==> src/rtl/btnseq_pkg.sv <==
package btnseq_pkg;
  typedef enum logic [1:0] {
    ST_A = 2'd0,
    ST_B = 2'd1,
    ST_C = 2'd2,
    ST_D = 2'd3
  } seq_state_t;

  localparam int unsigned NUM_STATES = 4;
endpackage

==> src/rtl/btnseq_sync.sv <==
module btnseq_sync #(
  parameter int unsigned STAGES = 2
) (
  input  logic clk,
  input  logic rst,
  input  logic din,
  output logic dout
);
  logic [STAGES-1:0] chain;

  generate
    if (STAGES == 1) begin : g_one
      always_ff @(posedge clk or posedge rst) begin
        if (rst) chain <= '0;
        else     chain <= din;
      end
    end else begin : g_many
      always_ff @(posedge clk or posedge rst) begin
        if (rst) chain <= '0;
        else     chain <= {chain[STAGES-2:0], din};
      end
    end
  endgenerate

  assign dout = chain[STAGES-1];
endmodule

==> src/rtl/btnseq_debounce.sv <==
module btnseq_debounce #(
  parameter int unsigned HOLD = 4
) (
  input  logic clk,
  input  logic rst,
  input  logic din,
  output logic level
);
  generate
    if (HOLD == 0) begin : g_bypass
      assign level = din;
    end else begin : g_filter
      localparam int unsigned CW = (HOLD < 2) ? 1 : $clog2(HOLD);
      localparam logic [CW-1:0] LAST = CW'(HOLD - 1);
      logic [CW-1:0] run;
      logic          held;

      always_ff @(posedge clk or posedge rst) begin
        if (rst) begin
          held <= 1'b0;
          run  <= '0;
        end else if (din == held) begin
          run <= '0;
        end else if (run == LAST) begin
          held <= din;
          run  <= '0;
        end else begin
          run <= run + 1'b1;
        end
      end

      assign level = held;
    end
  endgenerate
endmodule

==> src/rtl/btnseq_fsm.sv <==
module btnseq_fsm
  import btnseq_pkg::*;
(
  input  logic                  clk,
  input  logic                  rst,
  input  logic                  step,
  output logic [NUM_STATES-1:0] ind
);
  seq_state_t cur, nxt;

  always_comb begin
    nxt = cur;
    unique case (cur)
      ST_A: if (step) nxt = ST_B;
      ST_B: if (step) nxt = ST_C;
      ST_C: if (step) nxt = ST_D;
      ST_D: nxt = step ? ST_B : ST_A;
      default: nxt = ST_A;
    endcase
  end

  always_ff @(posedge clk or posedge rst) begin
    if (rst) cur <= ST_A;
    else     cur <= nxt;
  end

  always_comb begin
    ind = '0;
    ind[cur] = 1'b1;
  end
endmodule

==> src/rtl/button_step_seq.sv <==
module button_step_seq #(
  parameter int unsigned SYNC_STAGES = 2,
  parameter int unsigned HOLD_CYCLES = 4,
  parameter int unsigned CNT_W       = 4
) (
  input  logic             clk,
  input  logic             rst,
  input  logic             btn_raw,
  output logic [3:0]       ind,
  output logic [CNT_W-1:0] press_count
);
  logic btn_sync;
  logic btn_level;
  logic level_prev;
  logic press_pulse;

  btnseq_sync #(.STAGES(SYNC_STAGES)) u_sync (
    .clk  (clk),
    .rst  (rst),
    .din  (btn_raw),
    .dout (btn_sync)
  );

  btnseq_debounce #(.HOLD(HOLD_CYCLES)) u_deb (
    .clk   (clk),
    .rst   (rst),
    .din   (btn_sync),
    .level (btn_level)
  );

  always_ff @(posedge clk or posedge rst) begin
    if (rst) level_prev <= 1'b0;
    else     level_prev <= btn_level;
  end

  assign press_pulse = btn_level & ~level_prev;

  btnseq_fsm u_fsm (
    .clk  (clk),
    .rst  (rst),
    .step (press_pulse),
    .ind  (ind)
  );

  always_ff @(posedge clk or posedge rst) begin
    if (rst)              press_count <= '0;
    else if (press_pulse) press_count <= press_count + 1'b1;
  end
endmodule

==> config.mk <==
export PLATFORM = sky130hd
export DESIGN_NAME = button_step_seq
export DESIGN_NICKNAME = d
export VERILOG_FILES = /design/src/rtl/btnseq_pkg.sv /design/src/rtl/btnseq_sync.sv /design/src/rtl/btnseq_debounce.sv /design/src/rtl/btnseq_fsm.sv /design/src/rtl/button_step_seq.sv
export SDC_FILE = /design/constraint.sdc
export NUM_CORES = 1
export LEC_CHECK = 0
export ABC_AREA = 1
export CAP_MARGIN = 15
export CORE_MARGIN = 2
export CORE_UTILIZATION = 25
export DETAILED_ROUTE_END_ITERATION = 10
export SLEW_MARGIN = 20
export SYNTH_ARGS = -nofsm -noshare
export SYNTH_HDL_FRONTEND = slang
export SYNTH_SLANG_ARGS = --single-unit
export TNS_END_PERCENT = 5
==> constraint.sdc <==
create_clock -name clk -period 1.75 [get_ports clk]
set_clock_uncertainty 0.1 [all_clocks]
set_input_delay 0.35 -clock clk [delete_from_list [all_inputs] [get_ports clk]]
set_output_delay 0.35 -clock clk [all_outputs]
set_load 0.005 [all_outputs]
==> results summary, run 1 <==
The clock passes through at most 2 buffers. The die covers 0.00252 mm². The mapped cell area came out at 533 µm². The first global-routing pass estimated 1550 µm of wire. Clock latency on the worst-skew pair, taken at its later pin, is 0.27 ns. The first-iteration detailed-routing DRC count is 2. For this run, design rule violations remaining after detail routing come to 0.

The global router's overall resource usage is 8.67%. The share of final-layout standard cells stronger than drive strength 1 came out at 20.9%. The clock transition at the registers of the reported paths is 0.07 ns. Setup total negative slack on the finished layout was measured at -0.0919 ns.

For this design the ratio of total power to cell area is 1800 mW/mm². The worst register-to-register path ends at u_fsm.cur[0]. The final antenna-violating net count is 0.

The clock power share came out at 16.4%. The number of pins with negative max-slew slack in the final report is 0. Measured along the y axis, the die boundary spans 50.2 µm.

The initial antenna violation count came out at 0. The startpoint of the worst-slack reg-to-reg timing path is u_fsm.cur[0]. During synthesis, Yosys emitted a total of 0 warnings. After detailed routing, the average wire length per cell comes to 9.26 µm. After synthesis, the mean cell area works out to 10.7 µm². After synthesis the netlist holds a flip-flop and latch count of 12. The transition time at the pin with the least slew margin is 0.456 ns.

The half-perimeter wire length after detailed placement is 611 µm. The max-slew headroom at the worst pin came out at 69.6%. Synthesis instantiated 14 different standard cells from the library. Setup repair after global routing could not meet its margin everywhere. Once the floorplan was initialized, standard cells occupied 26.9% of the core. The portion of the post-synthesis area used by sequential elements came out at 56.3%. The share of total power dissipated in combinational logic is 46.4%.

The worst setup path is captured at a primary output. In the final design database the tool counted 77 nets. The worst hold path cell count is 0.

The total internal power is 0.000859 W. On the critical path the largest part of the delay comes from buffers and inverters. The final wirelength is 870 µm. The run finished, with violations left. The final count of negative-setup-slack endpoints is 1. The number of nets in the synthesized netlist is 59.

The number of buffers created by CTS came out at 3. The area taken by flip-flops and latches is 300 µm². The data required time at the worst endpoint came out at 1.30 ns. The count of buffering cells on the critical path with inverters included came out at 1. The total area inside the core boundary comes to 0.00198 mm². The count of TritonRoute iterations in the first routing pass came out at 2. Entering global routing, the biggest net connects 13 pins. By area the synthesized netlist is led by sky130_fd_sc_hd__dfrtp_1, sky130_fd_sc_hd__ha_1, sky130_fd_sc_hd__nand2_1. Summed over all instances, the cell type with the most area after synthesis is sky130_fd_sc_hd__dfrtp_1. The worst hold path begins at u_sync.chain[0].

The top fanout value on the critical path is 4. The share of the core filled with cells in the final layout came out at 36.8%. In this run switching power makes up 34.7% of total power.

The floorplan die width came out at 50.2 µm. Traced cell by cell, the critical path runs through ha_1, clkdlybuf4s50_1. The multi-input combinational cells in the finished layout cover a total of 209 µm². The tree is rooted in a sky130_fd_sc_hd__clkbuf_4.

The type of the most critical hold path is reg -> reg. In this run the power spent charging and discharging nets is 0.000456 W. The worst-case setup margin in the final layout is -0.0919 ns. The cell with the largest stage delay on the worst path is sky130_fd_sc_hd__clkdlybuf4s50_1. The signed area change from the synthesized netlist to the final layout is 36.9%. TritonCTS built the clock tree. For the worst flop-to-flop path, the logic depth is 8.

The end of the worst hold path is u_sync.chain[1]. Using the TritonRoute via totals, the vias-per-cell ratio works out to 3.99. The final clock period utilization by the worst path is 105%. The worst setup path is of the reg -> out kind. The final reports fail on negative setup slack. The number of standard cells after synthesis is 50.

The weighted congestion at the end of routability-driven global placement is 0.797. The number of rows created at floorplan came out at 16. The fraction of power consumed by sequential logic came out at 37.3%. The count of hold-fix buffers inserted at cts is 0. The arrival time of data at the critical path endpoint came out at 1.39 ns. The peak supply drop came out at 0.000667 V. The number of global-route vias before repair came out at 385. Pin placement for this block handled 11 I/O pins. The overflow left after global routing is 0. The share of the synthesized area in the top cell type came out at 56.3%. The smallest clock period supported by the final layout is computed as 1.84 ns. The number of max-cap violations came out at 0.

STA classifies the critical path startpoint as a flop. The number of antenna diodes in the final layout is 0. The achievable clock frequency is 543 MHz. The delay of the slowest cell on the worst path came out at 0.51 ns. The quantity of I/O buffers inserted on ports is 10. Counting the fill cells in the layout gives 203.

In this run the number of H-tree levels came out at 1. The register-to-register setup slack is 0.43 ns. The leakage power came out at 0.374 nW.

The final number of hold-violating endpoints came out at 0. The overall via count from detail_route is 375. The clock drives 12 sinks.
sequential cells by signal, summed over array words and instances (netlist names):
name and cells:
u_deb.g_filter.run 2, level_prev 1, u_deb.level 1, press_count 4, u_sync.chain 2, u_fsm.cur 2
synthesized netlist by cell type:
cell type and instances:
sky130_fd_sc_hd__inv_2 1, sky130_fd_sc_hd__nand3_1 1, sky130_fd_sc_hd__nor2_1 3, sky130_fd_sc_hd__xor2_1 1
sky130_fd_sc_hd__ha_1 6, sky130_fd_sc_hd__mux2_2 1, sky130_fd_sc_hd__dfrtp_1 12, sky130_fd_sc_hd__nor3_1 1
sky130_fd_sc_hd__o21ai_0 2, sky130_fd_sc_hd__inv_1 6, sky130_fd_sc_hd__nand2_1 11, sky130_fd_sc_hd__xnor2_1 3
sky130_fd_sc_hd__nor2_2 1, sky130_fd_sc_hd__nand2_2 1
final cells by class:
cell class	instances	share of cell area [%]
Clock buffer	4	4.97
Tap cell	27	4.63
Multi-Input combinational cell	31	28.6
Sequential cell	12	41.2
Inverter	7	3.60
Timing Repair Buffer	13	17.0
placed cells by master, fill, tap and decap left out, types with 2 or more instances in the layout:
cell	instances
sky130_fd_sc_hd__dfrtp_1	12
sky130_fd_sc_hd__nand2_1	11
sky130_fd_sc_hd__clkdlybuf4s50_1	7
sky130_fd_sc_hd__ha_1	5
sky130_fd_sc_hd__inv_1	4
sky130_fd_sc_hd__nor2_1	3
sky130_fd_sc_hd__inv_2	3
sky130_fd_sc_hd__xnor2_1	3
sky130_fd_sc_hd__clkbuf_4	3
sky130_fd_sc_hd__buf_4	3
sky130_fd_sc_hd__o21ai_0	2
cells by family (layout without fill, tap and decap cells):
logic type / after synthesis / in the layout / synth area share (%)
flops: 12 / 12 / 56.3
fa+ha+maj: 6 / 6 / 14.1
xor+xnor: 4 / 4 / 6.57
mux: 1 / 1 / 2.11
buf+inv: 7 / 24 / 4.93
compound gates: 2 / 2 / 1.88
simple gates: 18 / 18 / 14.1
power by group through the flow:
| stage | Sequential (W) | Clock, W | Combinational [W] |
|---|---|---|---|
| 2_1_floorplan | 0.000485 | 0 | 0.000331 |
| 3_3_place_gp | 0.000490 | 0 | 0.000565 |
| 3_5_place_dp | 0.000496 | 0 | 0.000572 |
| 4_1_cts | 0.000493 | 0.000232 | 0.000596 |
| 5_1_grt | 0.000510 | 0.000247 | 0.000697 |
| 6_report | 0.000490 | 0.000215 | 0.000610 |
through the flow:
step	total power, W	cells	instance area, µm²	setup slack, ns	hold slack (ns)
after floorplan	0.000816	50	533	0.493	0.115
after global placement	0.00106	87	667	0.135	0.236
after detailed placement	0.00107	87	667	0.114	0.238
after CTS	0.00132	93	718	-0.159	0.257
after global routing	0.00145	94	729	-0.177	0.274
final	0.00132	94	729	-0.0919	0.252
per-layer routing:
layer,GRT usage (%),vias up,share of wire [%]
li1,-,187,-
met1,9.04,170,42
met2,12.5,14,48
met5,0,-,0
met4,8.80,0,3.6
met3,3.87,4,6.2
timing repair:
| item | CTS | global route |
|---|---|---|
| setup buffers | 2 | 1 |
| resized for setup | 5 | 2 |
| endpoints found under the setup margin | 4 | 2 |
| endpoints found under the hold margin | 0 | 0 |
how the worst max path moves through the flow:
stage	slack, ns	end	depth (start not counted)	startpoint
4_1_cts	-0.16	ind[1]	3	u_fsm.cur[1]
3_5_place_dp	0.11	ind[0]	3	u_fsm.cur[1]
6_report	-0.09	ind[3]	2	u_fsm.cur[0]
3_3_place_gp	0.13	ind[0]	3	u_fsm.cur[0]
5_1_grt	-0.18	ind[3]	2	u_fsm.cur[0]
2_1_floorplan	0.49	u_fsm.cur[0]	8	u_fsm.cur[0]
Power figures use the tool's default switching activity.
==> inputs of run 2 (changes only) <==
==> constraint.sdc (replaced) <==
create_clock -name clk -period 1.75 [get_ports clk]
set_clock_uncertainty 0.1 [all_clocks]
set_input_delay 0.175 -clock clk [delete_from_list [all_inputs] [get_ports clk]]
set_output_delay 0.175 -clock clk [all_outputs]
set_load 0.005 [all_outputs]
==> results summary, run 2 (synthesis results as in run 1) <==
The run finished with clean final reports. After global routing the overflow that remains totals 0. STA classifies the critical path startpoint as a flop. Data on the critical path arrives at its endpoint at 1.39 ns. The standard cell core area is 0.00198 mm².

The count of boundary I/O pins came out at 11. The routed length on met3 is 55 µm. The floorplan has 16 rows.

In this run the critical register-to-register path is launched from u_fsm.cur[0]. The routed metal-1 wire length came out at 359 µm. In this run the worst path has a maximum fanout of 4. The combined area of the multi-input logic cells came out at 226 µm². The floorplan step set the die width to 50.2 µm. The clock transition at the registers of the reported paths is 0.07 ns.

The signed area change from the synthesized netlist to the final layout is 38.5%. The share of final-layout standard cells stronger than drive strength 1 came out at 23.1%. The weighted congestion at the end of routability-driven global placement is 0.797. Ranked by flip-flop count, first place goes to press_count.

The global router's overall resource usage came out at 8.67%. The type of the most critical hold path is in -> async. The antenna diode count came out at 0. The sort of element at the end of the critical path is a primary output.

Dividing the final minimum period by the clock period gives 95.4%. Adding up every negative setup slack in the final design gives 0 ns. The number of pins with negative max-slew slack in the final report is 0. The per-cell via count in the routed design came out at 4.02. The number of placed instances, taps included, is 87. The max-slew headroom at the worst pin is 69.5%.

The transition time at the pin with the least slew margin came out at 0.457 ns. The critical path is of the reg -> out type. Once layout is complete, the cells apart from fillers number 92. For this design the static power due to leakage is 0.384 nW. The tree is rooted in a sky130_fd_sc_hd__clkbuf_4. The clock latency at the later pin of the worst-skew pair is 0.27 ns.

The highest metal layer carrying signal wires in the routed design is met4. The library cell used most frequently in the layout, excluding fill and tap cells, is sky130_fd_sc_hd__dfrtp_1. Registers take 300 µm².

The register with the most flip-flops in the layout has 4 of them. The maximum buffer depth of the clock tree came out at 2. In the routed design, unresolved DRC markers number 0. The cell count along the critical path came out at 2. Before CTS, the worst setup slack after placement is 0.289 ns. Wires add up to 869 µm. The vertical die dimension is 50.2 µm.

The register-to-register setup slack is 0.44 ns. The per-cell routed wire length is 9.45 µm. The pin count of the biggest net entering global routing is 13.

The final count of negative-setup-slack endpoints is 0. The critical path starts at u_fsm.cur[0]. In the post-route analysis, the smallest setup slack over all paths is 0.0801 ns. The full die area is 0.00252 mm². The delay of the slowest cell on the worst path is 0.50 ns. Subtracting the final worst setup slack from the clock period gives 1.67 ns. The library cells used most frequently in the layout, excluding fill and tap cells, are sky130_fd_sc_hd__dfrtp_1, sky130_fd_sc_hd__nand2_1, sky130_fd_sc_hd__clkdlybuf4s50_1. The count of buffering cells on the critical path with inverters included is 1. The number of cells on the worst reg-to-reg path is 8. The signal on the critical path passes through ha_2, clkdlybuf4s50_1.

The number of global-route vias before repair was 368. The final antenna-violating net count came out at 0. The final number of hold-violating endpoints is 0. The first-pass GRT wire length came out at 1550 µm. The quantity of I/O buffers inserted on ports came out at 10. The data required time at the worst endpoint is 1.47 ns. The achievable clock frequency is 599 MHz.

For this design, the slowest cell found on the critical path is sky130_fd_sc_hd__clkdlybuf4s50_1. The endpoint of the most critical register-to-register path is u_fsm.cur[0]. The first-iteration detailed-routing DRC count came out at 1. The number of sinks on the clock net came out at 12. Following the worst setup path forward leads to its endpoint at ind[3]. The number of filler cells placed in the layout came out at 204. The initial antenna violation count came out at 0. The starting density of the core is 26.9%.

Setup repair after global routing could not meet its margin everywhere. TritonCTS built the clock tree. The worst-case IR drop observed on VDD is 0.000701 V.

Detailed placement ended at an HPWL of 611 µm. The dominant delay contributor by cell family on the critical path is buffers and inverters. The total number of nets in the final design is 75. In this run the power density over the cells is 1790 mW/mm². The number of max-cap violations is 0. The number of buffers created by CTS is 3.

The maximum level of the CTS H-tree is 1. The sum of met2 wire segment lengths after detailed routing came out at 416 µm. The routed layout has 370 vias. The count of TritonRoute iterations in the first routing pass is 2. The share of the core filled with cells in the final layout is 37.2%.
-- run 2: final cells by class --
class / instances / share of cell area [%]
clock buffers: 4 / 4.92
flip-flops and latches: 12 / 40.7
repair buffers: 11 / 15.6
well taps: 27 / 4.58
multi-input cells: 31 / 30.7
inverters: 7 / 3.56
-- run 2: stage by stage --
| step | total power (W) | hold WS [ns] | area [µm²] |
|---|---|---|---|
| CTS | 0.00132 | 0.111 | 713 |
| finish | 0.00132 | 0.106 | 738 |
| floorplan | 0.000816 | -0.0603 | 533 |
| detailed placement | 0.00107 | 0.238 | 667 |
| global route | 0.00146 | 0.133 | 738 |
| global placement | 0.00106 | 0.236 | 667 |
-- run 2: what timing repair did --
item                                    4_1_cts  5_1_grt
hold buffers                                  0        0
setup buffers                                 1        0
gates resized for setup                       3        7
endpoints found under the setup margin        3        4
-- run 2: worst min path at each step --
stage | to | slack, ns | cells past startpoint
6_report | u_deb.g_filter.run[1] | 0.11 | 2
5_1_grt | u_sync.chain[0] | 0.13 | 2
4_1_cts | u_fsm.cur[1] | 0.11 | 2
3_5_place_dp | u_sync.chain[1] | 0.24 | 0
3_3_place_gp | u_sync.chain[1] | 0.24 | 0
2_1_floorplan | level_prev | -0.06 | 1
-- run 2: metal layers --
metal | global-route usage (%) | vias to the layer above
li1 | - | 183
met5 | 0 | -
met1 | 9.42 | 169
met4 | 7.87 | 0
met2 | 12.5 | 14
met3 | 3.87 | 4
-- run 2: worst reg2reg max path: cells and delay by family (launching register included) --
kind | cells | cell delay [ns]
and+or+nand+nor | 6 | 0.44
DFF | 1 | 0.42
adders and majority gates | 1 | 0.16
buffers and inverters | 1 | 0.08
-- run 2: power breakdown --
| group | switching, W | leakage [nW] | internal (W) |
|---|---|---|---|
| logic | 0.000279 | 0.217 | 0.000337 |
| registers | 0.0000972 | 0.146 | 0.000395 |
| clock network | 0.0000891 | 0.0210 | 0.000126 |
| total | 0.000465 | 0.384 | 0.000859 |
==> inputs of run 3 (changes only) <==
- clock period: 1.75 -> 1.69 ns (I/O delays scaled with it)
==> results summary, run 3 (synthesis results as in run 1) <==
The maximum buffer depth of the clock tree came out at 2. The initial antenna violation count came out at 0. The final number of hold-violating endpoints came to 0. The signed area change from the synthesized netlist to the final layout came out at 37.1%.

After detailed routing, the average wire length per cell comes to 9.60 µm. The final wirelength is 902 µm. The maximum level of the CTS H-tree is 1. The register with the most flip-flops in the layout has 4 of them.

The number of max-cap violations is 0. The worst setup path is captured at a primary output. The run finished with clean final reports. The most common library cell in the layout ignoring fill and taps is sky130_fd_sc_hd__dfrtp_1.

After detailed routing, the number of remaining DRC violations is 0. The first-pass GRT wire length came out at 1550 µm. The leakage power is 0.375 nW. IR analysis of the VDD net gives a maximum drop of 0.000709 V. The total number of nets in the final design is 77. In the layout the commonest cells are sky130_fd_sc_hd__dfrtp_1, sky130_fd_sc_hd__nand2_1, sky130_fd_sc_hd__clkdlybuf4s50_1.

In this run the worst path has a maximum fanout of 4. The detailed router finished its first iteration with 4 violations. Headroom to the max-slew limit came out at 69.4%.

The per-cell via count in the routed design came out at 4.04. The full die area is 0.00252 mm². The half-perimeter wire length after detailed placement came out at 611 µm. Clock-pin slew was measured on the worst setup and hold paths at 0.07 ns. The overflow left after global routing is 0. The count of buffers added on input and output ports is 10. The weighted congestion at the end of routability-driven global placement came out at 0.797. The vertical die dimension is 50.2 µm. The final total negative setup slack is 0 ns.

The number of pins with negative max-slew slack in the final report came out at 0. The clock latency at the later pin of the worst-skew pair came out at 0.27 ns. After floorplanning, the core was divided into 16 placement rows. CTS saw 12 sinks. The register with the most flip-flops in the final layout is press_count. The category of the worst setup path launch point is a flop. In this run the remaining antenna-violating nets after routing total 0. The die is 50.2 µm wide. The antenna diode count is 0. Clock tree synthesis selected as its root buffer the cell sky130_fd_sc_hd__clkbuf_4. 11 I/O pins were placed.

The min-delay analysis places its worst path in the category in -> async. The final clock period utilization by the worst path is 98.4%. The power density over the cells came out at 1880 mW/mm². The pin count of the biggest net entering global routing is 13.

Setup repair after global routing could not meet its margin everywhere. Setup violations remaining at the end of the flow were counted as 0. The number of buffers created by CTS is 3.

The starting density of the core is 26.9%. The count of hold-fix buffers inserted at cts came out at 0. The worst hold margin is 0.100 ns. The arrival time of data at the critical path endpoint is 1.39 ns. The standard cell core area is 0.00198 mm². The data required time at the worst endpoint is 1.42 ns. The overall via count from detail_route is 380.

The share of final-layout standard cells stronger than drive strength 1 came out at 22.4%. The achievable clock frequency is 602 MHz. The pre-antenna-repair detailed-routing pass consisted of 2 iterations.

The transition time at the pin with the least slew margin is 0.459 ns. The critical path in this run is classified as reg -> out. TritonCTS built the clock tree. The number of global-route vias before repair came out at 385. The global router's overall resource usage came out at 8.67%. The minimum clock period after layout came out at 1.66 ns.
==> run 3: cell type report <==
type / count / area (µm²)
inverter: 7 / 26.3
multi-input combinational: 31 / 211
fill: 203 / 1250
sequential: 12 / 300
timing repair buffer: 13 / 123
clock buffer: 4 / 36.3
tap: 27 / 33.8
==> run 3: layer usage <==
layer	vias up	track usage (%)	share of wire (%)
li1	186	-	-
met1	172	9.04	40
met2	16	12.5	49
met3	6	3.87	6.4
met4	0	8.80	4.7
met5	-	0	0
==> run 3: final timing paths <==
check	startpoint	to	slack [ns]	depth (start not counted)
hold reg to reg	u_sync.chain[0]	u_sync.chain[1]	0.25	0
setup reg to reg	u_fsm.cur[0]	u_fsm.cur[0]	0.36	8
max in group asynchronous	rst	press_count[2]	1.08	2
setup / recovery	u_fsm.cur[0]	ind[3]	0.03	2
hold / removal	rst	u_deb.g_filter.run[1]	0.10	2
min in group clk	btn_raw	u_sync.chain[0]	0.24	1
==> run 3: stage by stage <==
stage                     instances  setup WS, ns  power, W  area, µm²  utilization, %
final                            94        0.0278   0.00137        731            36.9
after global routing             94       -0.0508   0.00152        731            36.9
after floorplan                  50         0.433  0.000845        533               -
after CTS                        93       -0.0378   0.00137        718            36.2
after detailed placement         87         0.235   0.00111        667            33.6
after global placement           87         0.256   0.00109        667            33.6
==> run 3: critical path, stage by stage, from the launching register on <==
cell                              delay [ns]
sky130_fd_sc_hd__dfrtp_1                0.41
sky130_fd_sc_hd__ha_2                   0.21
sky130_fd_sc_hd__clkdlybuf4s50_1        0.50
==> run 3: power breakdown <==
part / total [W] / leakage, nW / internal [W] / switching (W)
clock network: 0.000224 / 0.0210 / 0.000131 / 0.0000927
registers: 0.000509 / 0.146 / 0.000409 / 0.0000997
logic: 0.000638 / 0.208 / 0.000350 / 0.000288
==> run 3: what timing repair did <==
action                                  4_1_cts  5_1_grt
hold endpoints to repair                      0        0
setup buffers                                 2        1
endpoints found under the setup margin        3        2
gates resized for setup                       5        2
